File: src/rtl/ori_pipe_pkg.sv
package ori_pipe_pkg;
  localparam int XLEN = 32;
  localparam int RAW  = 5;
  localparam int NREG = 1 << RAW;
  localparam int IMMW = 16;
  localparam int OPW  = 6;
  localparam int NRP  = 2;

  localparam logic [OPW-1:0] OPC_ORI = 6'b001101;

  typedef logic [XLEN-1:0] word_t;
  typedef logic [RAW-1:0]  raddr_t;

  // result travelling down the pipe and back to decode
  typedef struct packed {
    logic   we;
    raddr_t addr;
    word_t  data;
  } fwd_t;

  // decoded-to-execute stage contents
  typedef struct packed {
    logic   we;
    raddr_t addr;
    word_t  a;
    word_t  b;
  } exq_t;

  typedef struct packed {
    logic [OPW-1:0]  opc;
    raddr_t          rs;
    raddr_t          rt;
    logic [IMMW-1:0] imm;
  } instr_t;
endpackage

File: src/rtl/ori_fetch.sv
module ori_fetch
  import ori_pipe_pkg::*;
#(
  parameter int ROM_AW = 5
) (
  input  logic              clk,
  input  logic              rst_ok,
  input  logic              prog_we,
  input  logic [ROM_AW-1:0] prog_addr,
  input  word_t             prog_wdata,
  output word_t             instr_q,
  output logic [ROM_AW-1:0] pc_q
);
  localparam int DEPTH = 1 << ROM_AW;
  localparam logic [ROM_AW-1:0] PC_LAST = ROM_AW'(DEPTH - 1);

  word_t rom [DEPTH];

  always_ff @(posedge clk) begin
    if (prog_we) rom[prog_addr] <= prog_wdata;
  end

  logic              pc_en;
  logic [ROM_AW-1:0] pc_d;
  word_t             instr_d;

  always_comb begin
    pc_en   = (pc_q != PC_LAST);
    pc_d    = pc_q + 1'b1;
    instr_d = rom[pc_q];
  end

  always_ff @(posedge clk or negedge rst_ok) begin
    if (!rst_ok) begin
      pc_q    <= '0;
      instr_q <= '0;
    end else begin
      instr_q <= instr_d;
      if (pc_en) pc_q <= pc_d;
    end
  end
endmodule

File: src/rtl/ori_decode.sv
module ori_decode
  import ori_pipe_pkg::*;
(
  input  logic                      rst_ok,
  input  word_t                     instr,
  input  logic [NRP-1:0][XLEN-1:0]  rf_rdata,
  input  fwd_t                      ex_fwd,
  input  fwd_t                      mem_fwd,
  output logic [NRP-1:0]            rd_en,
  output logic [NRP-1:0][RAW-1:0]   rf_raddr,
  output logic [NRP-1:0][XLEN-1:0]  opnd,
  output logic                      dst_we,
  output raddr_t                    dst_addr
);
  instr_t f;
  logic   is_ori;
  word_t  imm_ext;

  always_comb begin
    f           = instr_t'(instr);
    is_ori      = (f.opc == OPC_ORI);
    imm_ext     = {{(XLEN-IMMW){1'b0}}, f.imm};
    rd_en       = {1'b0, is_ori};
    rf_raddr[0] = f.rs;
    rf_raddr[1] = f.rt;
    dst_we      = is_ori && (f.rt != '0);
    dst_addr    = f.rt;
  end

  // youngest producer first, then the older one, then storage, else immediate
  function automatic word_t pick(input logic en, input raddr_t a,
                                 input word_t rf, input word_t imm,
                                 input fwd_t ex, input fwd_t mem);
    logic live;
    live = en && (a != '0);
    if (live && ex.we && (ex.addr == a))        return ex.data;
    else if (live && mem.we && (mem.addr == a)) return mem.data;
    else if (en)                                return rf;
    else                                        return imm;
  endfunction

  for (genvar p = 0; p < NRP; p++) begin : g_opsel
    assign opnd[p] = !rst_ok ? '0
                   : pick(rd_en[p], rf_raddr[p], rf_rdata[p], imm_ext, ex_fwd, mem_fwd);
  end
endmodule

File: src/rtl/ori_regfile.sv
module ori_regfile
  import ori_pipe_pkg::*;
(
  input  logic                     clk,
  input  logic                     rst_ok,
  input  logic                     we,
  input  raddr_t                   waddr,
  input  word_t                    wdata,
  input  logic [NRP-1:0][RAW-1:0]  raddr,
  output logic [NRP-1:0][XLEN-1:0] rdata,
  input  raddr_t                   dbg_addr,
  output word_t                    dbg_data
);
  logic [NREG-1:0][XLEN-1:0] flat;

  for (genvar r = 0; r < NREG; r++) begin : g_reg
    if (r == 0) begin : g_zero
      assign flat[r] = '0;
    end else begin : g_store
      word_t q;
      logic  wsel;
      assign wsel = we && (waddr == RAW'(r));
      always_ff @(posedge clk or negedge rst_ok) begin
        if (!rst_ok)   q <= '0;
        else if (wsel) q <= wdata;
      end
      assign flat[r] = q;
    end
  end

  for (genvar p = 0; p < NRP; p++) begin : g_rd
    assign rdata[p] = (raddr[p] == '0)                 ? '0
                    : (we && (waddr == raddr[p]))      ? wdata
                    : flat[raddr[p]];
  end

  assign dbg_data = flat[dbg_addr];
endmodule

File: src/rtl/ori_fwd_pipe.sv
module ori_fwd_pipe
  import ori_pipe_pkg::*;
#(
  parameter int ROM_AW = 5
) (
  input  logic              clk,
  input  logic              rst_n,
  input  logic              prog_we,
  input  logic [ROM_AW-1:0] prog_addr,
  input  logic [31:0]       prog_wdata,
  input  logic [4:0]        dbg_addr,
  output logic              wb_en,
  output logic [4:0]        wb_addr,
  output logic [31:0]       wb_data,
  output logic [31:0]       dbg_data
);
  // reset: asserted at once, released on a clock edge
  logic rst_s1, rst_ok;
  always_ff @(posedge clk or negedge rst_n) begin
    if (!rst_n) begin
      rst_s1 <= 1'b0;
      rst_ok <= 1'b0;
    end else begin
      rst_s1 <= 1'b1;
      rst_ok <= rst_s1;
    end
  end

  word_t             fet_instr;
  logic [ROM_AW-1:0] fet_pc;

  ori_fetch #(.ROM_AW(ROM_AW)) u_fetch (
    .clk        (clk),
    .rst_ok     (rst_ok),
    .prog_we    (prog_we),
    .prog_addr  (prog_addr),
    .prog_wdata (prog_wdata),
    .instr_q    (fet_instr),
    .pc_q       (fet_pc)
  );

  logic [NRP-1:0]           id_rd_en;
  logic [NRP-1:0][RAW-1:0]  id_raddr;
  logic [NRP-1:0][XLEN-1:0] id_rdata;
  logic [NRP-1:0][XLEN-1:0] id_opnd;
  logic                     id_we;
  raddr_t                   id_waddr;

  exq_t  ex_q, ex_d;
  word_t ex_res;
  fwd_t  ex_fwd;
  fwd_t  mem_q, mem_d;
  fwd_t  wb_q, wb_d;

  ori_decode u_decode (
    .rst_ok   (rst_ok),
    .instr    (fet_instr),
    .rf_rdata (id_rdata),
    .ex_fwd   (ex_fwd),
    .mem_fwd  (mem_q),
    .rd_en    (id_rd_en),
    .rf_raddr (id_raddr),
    .opnd     (id_opnd),
    .dst_we   (id_we),
    .dst_addr (id_waddr)
  );

  // next-state for the stage registers
  always_comb begin
    ex_d.we    = id_we;
    ex_d.addr  = id_waddr;
    ex_d.a     = id_opnd[0];
    ex_d.b     = id_opnd[1];
    ex_res     = ex_q.a | ex_q.b;
    ex_fwd.we   = ex_q.we;
    ex_fwd.addr = ex_q.addr;
    ex_fwd.data = ex_res;
    mem_d      = ex_fwd;
    wb_d       = mem_q;
  end

  always_ff @(posedge clk or negedge rst_ok) begin
    if (!rst_ok) begin
      ex_q  <= '0;
      mem_q <= '0;
      wb_q  <= '0;
    end else begin
      ex_q  <= ex_d;
      mem_q <= mem_d;
      wb_q  <= wb_d;
    end
  end

  ori_regfile u_rf (
    .clk      (clk),
    .rst_ok   (rst_ok),
    .we       (wb_q.we),
    .waddr    (wb_q.addr),
    .wdata    (wb_q.data),
    .raddr    (id_raddr),
    .rdata    (id_rdata),
    .dbg_addr (dbg_addr),
    .dbg_data (dbg_data)
  );

  assign wb_en   = wb_q.we;
  assign wb_addr = wb_q.addr;
  assign wb_data = wb_q.data;
endmodule

File: config.mk
export PLATFORM = sky130hd
export DESIGN_NAME = ori_fwd_pipe
export DESIGN_NICKNAME = d
export VERILOG_FILES = /design/src/rtl/ori_pipe_pkg.sv /design/src/rtl/ori_fetch.sv /design/src/rtl/ori_decode.sv /design/src/rtl/ori_regfile.sv /design/src/rtl/ori_fwd_pipe.sv
export SDC_FILE = /design/constraint.sdc
export NUM_CORES = 2
export LEC_CHECK = 0
export ABC_CLOCK_PERIOD_IN_PS = 47300
export BUFFER_PORTS_ARGS = -buffer_cell sky130_fd_sc_hd__buf_2
export CAP_MARGIN = 20
export CORE_UTILIZATION = 63
export CTS_CLUSTER_DIAMETER = 100
export CTS_CLUSTER_SIZE = 10
export DETAILED_ROUTE_END_ITERATION = 10
export GPL_ROUTABILITY_DRIVEN = 0
export GPL_TIMING_DRIVEN = 0
export PLACE_DENSITY_LB_ADDON = 0.25
export SLEW_MARGIN = 20
export SYNTH_ARGS = -nofsm -noshare
export SYNTH_HDL_FRONTEND = slang
export SYNTH_SLANG_ARGS = --single-unit
File: constraint.sdc
create_clock -name clk -period 47.3 [get_ports clk]
set_input_delay 9.46 -clock clk [delete_from_list [all_inputs] [get_ports clk]]
set_output_delay 9.46 -clock clk [all_outputs]
set_load 0.02 [all_outputs]
# Yosys cells after proc, flatten, opt, wreduce, memory -nomap -nowiden
# Memory sizes are Yosys's and may differ from the RTL's. A register that Yosys moved wholly into a read port is not among the register bits.
# Index checks and enable logic that the tools add are counted.
[classes]
n_eq_ne = 36
n_mux = 13
n_addsub = 1
n_reduce_logical = 42
n_lt_le_gt_ge = 2
div = 0
n_shift = 0
n_mul = 0
bitwise_logic = 1
[ops]
columns = ["operator", "count"]
rows = [
  ["binary-select mux 32 bit (select 5 bit)", 2],
  ["2-to-1 mux 32 bit", 8],
  ["equality test 5 bit (second input constant)", 16],
  ["equality test 5 x 4 -> 1 bit (second input constant)", 8],
  ["logical AND 1 bit", 38],
  ["bitwise OR 32 bit", 1],
  ["equality test 5 x 3 -> 1 bit (second input constant)", 4],
  ["2-to-1 mux 16 bit", 1],
  ["equality test 5 bit", 3],
  ["less-than comparator 5 x 6 -> 1 bit (second input constant)", 2],
  ["equality test 5 x 2 -> 1 bit (second input constant)", 2],
  ["nonzero test 5 bit", 2],
  ["equality test 6 x 4 -> 1 bit (second input constant)", 1],
  ["adder 5 x 1 -> 5 bit (second input constant)", 1],
  ["equality test 5 x 1 -> 1 bit (second input constant)", 1],
  ["zero test 5 bit", 1],
  ["inequality test 5 bit (second input constant)", 1],
  ["2-to-1 mux 1 bit", 2],
  ["zero test 1 bit", 1],
]
[word_totals]
latch_bits = 0
mem_bits_ro = 0
memories = 1
wordCells = 140
mem_bits_rw = 1024
reg_bits = 1145
output_inout_bits = 70
[memory_table]
columns = ["name", "words", "width", "rd", "rd_ports_with_merged_regs", "wr", "line", "source"]
rows = [
  ["u_fetch.rom", 32, 32, 1, 1, 1, "ori_fetch.sv:17", "word_t rom [DEPTH];"],
]

# Depth between registers and ports, before layout
[depth]
word_depth = 8
depth_mapped = 11
mapped_depth_nobuf = 6

# Modules after synthesis
# From an unflattened synthesis, not the netlist that was laid out.
[hier_totals]
cells_unflattened = 6587
area_unflattened_um2 = 107459.3
[by_module_without_submodules]
columns = ["module", "area_each_um2", "cells_per_inst", "n_inst", "seq_area_each_um2"]
rows = [
  ["ori_regfile", 62040.8, 4398, 1, 24823.8],
  ["ori_fetch", 39893.3, 1773, 1, 31675.4],
  ["ori_fwd_pipe", 3907.5, 181, 1, 3703.6],
  ["ori_decode", 1617.8, 235, 1, 0.0],
]

# Least setup slack after synthesis
# Ideal clock, no wire load.
[synth_timing]
kind = "flip-flop to flip-flop"
startpoint = "reg rst_ok"
endpoint = "reg ex_q[46] in the netlist's numbering"
setup_ps = 78
synth_period_minus_slack_ps = 31980
t_required_ps = 47222
path_slack_ps = 15320
t_arrival_ps = 31902
stages_incl_launch_ff = 6
path_cell_list = "dfrtp_1 > inv_1 > nor2_1 > a31oi_1 > or4_1 > o2bb2ai_1"
[synth_rtl]
columns = ["item", "line", "source"]
rows = [
  ["start: declaration", "ori_fwd_pipe.sv:18", "logic rst_s1, rst_ok;"],
  ["start signal: assignment", "ori_fwd_pipe.sv:25", "rst_ok <= rst_s1;"],
  ["end signal: assignment", "ori_fwd_pipe.sv:84", "ex_q <= '0;"],
  ["end signal: assignment", "ori_fwd_pipe.sv:88", "ex_q <= ex_d;"],
  ["end: declaration", "ori_fwd_pipe.sv:49", "exq_t ex_q, ex_d;"],
]

# Worst setup path after layout
[layout_timing]
startpoint = "in dbg_addr[1]"
endpoint = "out dbg_data[11]"
[layout_via]
elab_chain_cells = 2
[layout_lines]
columns = ["item", "line", "source"]
rows = [
  ["start: declaration", "ori_fwd_pipe.sv:11", "input logic [4:0] dbg_addr,"],
  ["binary-select mux 32 bit (select 5 bit)", "ori_regfile.sv:37", "assign dbg_data = flat[dbg_addr];"],
  ["2-to-1 mux 32 bit (implied by the code)", "ori_regfile.sv:37", ""],
  ["end: declaration", "ori_fwd_pipe.sv:15", "output logic [31:0] dbg_data"],
]
# No other way between the ends. The select of a mux whose other input is x is not followed.

==> results.md <==
| Result | This run |
|:---|:---|
| Mapped Area | 97500 sq um |
| Share of total power in sequential cells | 52.7% |
| Die width | 395 um |
| Result of the run | finished, violations left |
| Clock tree skew after final layout | 0.0722 ns |
| Buffers plus inverters on the worst setup path | 5 |
| Final Max Tran Viols | 0 |
| Switching part of the total | 22.8% |
| Total of max-cap violations | 0 |
| Worst endpoint required time | 37.84 ns |
| Hold-fix buffer count after cts | 0 |
| Final hold violation count | 0 |
| Rel. slew slack | 10.8% |
| Aggregate global routing overflow | 0 |
| Design internal power | 0.00296 W |
| DR vias/cell | 7.82 |
| Number of buffers on the longest clock path | 3 |
| Syn_nets | 5381 |
| Total track usage | 45.8% |
| Total power per unit cell area | 34.9 nW/um^2 |
| Wire length of the first global-routing pass | 486000 um |
| Seq cells post-synth | 2185 |
| Logic pwr share | 3.4% |
| Worst Tran Pin Value | 1.34 ns |
| Power after layout | 0.00383 W |
| Clock Power Share | 43.9% |
| Violated checks | DRC |
| Slowest stage cell on the critical path | sky130_fd_sc_hd__buf_1 |
| DR top layer | met5 |
| Total clock buffers created by CTS | 236 |
| Total number of vias | 62000 |
| Area fraction in compound gates after synthesis | 2.50% |
| Post-Synthesis Cells | 5334 |
| Fin nets | 5818 |
| Cell accounting for the most synthesized area | sky130_fd_sc_hd__edfxtp_1 |
| Number of global-route vias before repair | 62600 |
| Number of ports placed on the die boundary | 115 |
| First-pass iteration count of the detailed router | 11 |
| YS warnings | 0 |
| Main combinational cell family by area after synthesis | multiplexers |
| Met2 routed WL | 160000 um |
| Effective utilization at floorplan | 63.8% |
| Initial antenna violation count | 37 |
| Share of final-layout standard cells stronger than drive strength 1 | 44.6% |
| Post-Route Setup TNS | 0 ns |
| Most common library cell in the layout ignoring fill and taps | sky130_fd_sc_hd__dfrtp_1 |
| Insertion delay to the later sink of the worst-skew pair | 0.92 ns |
| CTS root buffer | sky130_fd_sc_hd__clkbuf_16 |
| Arrival time of the worst setup path | 13.53 ns |
| Largest cells by area after synthesis | sky130_fd_sc_hd__edfxtp_1 32%, sky130_fd_sc_hd__dfrtp_1 30%, sky130_fd_sc_hd__mux4_2 19% |
| R2R cell count | 9 |
| Crit Path Class | in2out |
| Asr flop ratio synth | 53.1% |
| Area fraction of the dominant cell type after synthesis | 31.5% |
| Final instance count without filler cells | 7925 |
| PostCTS Resize Cnt | 0 |
| Number of library cell types mapped by synthesis | 68 |
| Switch Pwr | 0.000871 W |
| Die extent in y | 395 um |
| Place WS | 24.61 ns |
| Quantity of I/O buffers inserted on ports | 109 |
| Achievable clock frequency | 0.0435 GHz |
| H-Tree Depth | 4 |
| Routed wire length | 352000 um |
| Detail Placement HPWL | 223000 um |
| Synthesis-to-layout area growth | 12.6% |
| Cell type group with the largest total delay on the critical path | buffers and inverters |
| First-iteration detailed-routing DRC count | 9635 |
| Die area | 156000 sq um |
| Post-CTS Setup Repair Bufs | 0 |
| Area fraction in and, or, nand and nor cells after synthesis | 1.93% |
| Amount of wire on met3 after detailed routing | 49600 um |
| Area share of xor/xnor cells in the synthesized design | 0.162% |
| Post-route ant nets | 0 |
| Critical Path Stages | 8 |
| Residual DRC | 2 |
| Final Worst Setup Slack | 24.31 ns |
| CTS sink count | 2185 |
| Arithmetic-cell share of the synthesized area counting full adders, half adders and majority gates | 0.0257% |
| Most used flip-flop cell after synthesis | sky130_fd_sc_hd__dfrtp_1 |
| Startpoint class of the critical path | input pin |
| Clk slew on worst S/H paths | 0.06 ns |
| Post-Place Cells | 7562 |
| Per-instance average area after synthesis | 18.3 sq um |
| Commonest non-fill, non-tap cells in the layout | 1160 x sky130_fd_sc_hd__dfrtp_1, 1049 x sky130_fd_sc_hd__mux2_2, 1024 x sky130_fd_sc_hd__edfxtp_1 |
| Worst hold slack | 0.302 ns |
| Number of standard-cell rows in the floorplan | 143 |
| Floorplan Core Area | 153000 sq um |
| Proportion of synthesized chip area in sequential cells | 61.3% |
| Min-delay worst type | reg2async |
| RSZ-0062 raised after global routing | no |
| Final number of setup-violating endpoints | 0 |
| Min Clock Period, post-route | 22.99 ns |
| Worst path cell trace | clkbuf_1 -> buf_2 -> clkbuf_1 -> buf_1 -> mux4_2 -> mux4_2 -> mux2_2 -> buf_2 |
| Clock tree from TritonCTS | yes |
| Post-synth EDFFs | 1024 |
| Number of filler instances in the final layout | 9022 |
| Post-synthesis mux area share | 31.9% |
| Pin count of the biggest net entering global routing | 59 |
| Pleak | 44.1 nW |
| Fin crit share | 48.6% |
| CP Capture Type | output port |
| Maximum fanout along the worst path | 10 |
| Met1 WL | 109000 um |
| DR WL/cell | 44.4 um |
| VDD IR-drop max | 0.0507 mV |
| CP max stage delay | 1.02 ns |
## logic make-up after synthesis
family | count (synthesis)
AOI/OAI and AO/OA | 344
adders and majority gates | 2
muxes | 1927
DFF | 2185
buffers and inverters | 476
and+or+nand+nor | 381
xor gates and xnor gates | 18
other | 1
## per-stage QoR
stage	utilization [%]	instance area, sq um
finish	71.9	110000
detailed placement	67.5	103000
global route	71.8	110000
CTS	71.8	110000
floorplan	-	97500
global placement	65.8	101000
## layer usage
metal / track usage (%) / vias up
met3: 18.1 / 1771
met1: 53.5 / 32100
met2: 68.5 / 5882
met4: 34.5 / 32
li1: - / 22200
met5: 0 / -
## registers in the layout, indices dropped and copies added (netlist names), 5 cells and up
name,cells
ex_fwd,6
ex_q,48
mem_q,38
u_fetch.instr_q,32
u_fetch.pc_q,5
u_fetch.rom,1024
u_rf.g.g_store.q,992
wb_addr,5
wb_data,32
## cell usage after synthesis (all sizes together) (6+ instances only)
| cell | instances |
|---|---|
| o21ai | 104 |
| nand2b | 8 |
| nand4 | 6 |
| a22oi | 53 |
| a221oi | 19 |
| mux2i | 37 |
| a21oi | 20 |
| o31ai | 19 |
| mux2 | 1050 |
| nand3 | 16 |
| a211oi | 9 |
| a221o | 16 |
| nor3 | 17 |
| inv | 13 |
| nor2b | 22 |
| and3 | 10 |
| or2 | 19 |
| or4 | 6 |
| nand2 | 122 |
| buf | 152 |
| a31oi | 8 |
| dfrtp | 1161 |
| and2 | 22 |
| a22o | 40 |
| nor2 | 99 |
| clkbuf | 311 |
| o221ai | 11 |
| mux4 | 840 |
| or3 | 7 |
| nor4 | 11 |
| a2111oi | 6 |
| edfxtp | 1024 |
| xnor2 | 16 |
| a2bb2oi | 9 |
## cell type report
type / instances / area, sq um / area share [%]
clock buffer: 329 / 6280 / 5.72
buffer: 463 / 2140 / 1.95
clock inverter: 11 / 283 / 0.258
timing repair buffer: 199 / 2770 / 2.52
sequential: 2185 / 59800 / 54.5
inverter: 13 / 48.8 / 0.0444
antenna: 22 / 55.1 / 0.0501
tap: 2030 / 2540 / 2.31
multi-input combinational: 2673 / 35900 / 32.7
## power groups by stage
stage	Combinational, W	Sequential (W)	Clock (W)
floorplan	0.0000456	0.00206	0
global placement	0.0000920	0.00207	0
detailed placement	0.000125	0.00205	0
CTS	0.000126	0.00202	0.00167
global route	0.000133	0.00202	0.00174
finish	0.000131	0.00202	0.00168
## worst paths after layout
check / to / slack, ns / from
worst max-delay path: dbg_data[11] / 24.31 / dbg_addr[1]
worst min-delay path: u_rf.g_reg[21].g_store.q[18] / 0.30 / rst_ok
worst max register to register: ex_q[59] / 42.64 / wb_addr[1]
worst min register to register: u_rf.g_reg[21].g_store.q[18] / 0.30 / rst_ok
max in group asynchronous: rst_ok / 38.86 / rst_n
min in group clk: rst_ok / 0.36 / rst_s1
Power figures use the tool's default switching activity.
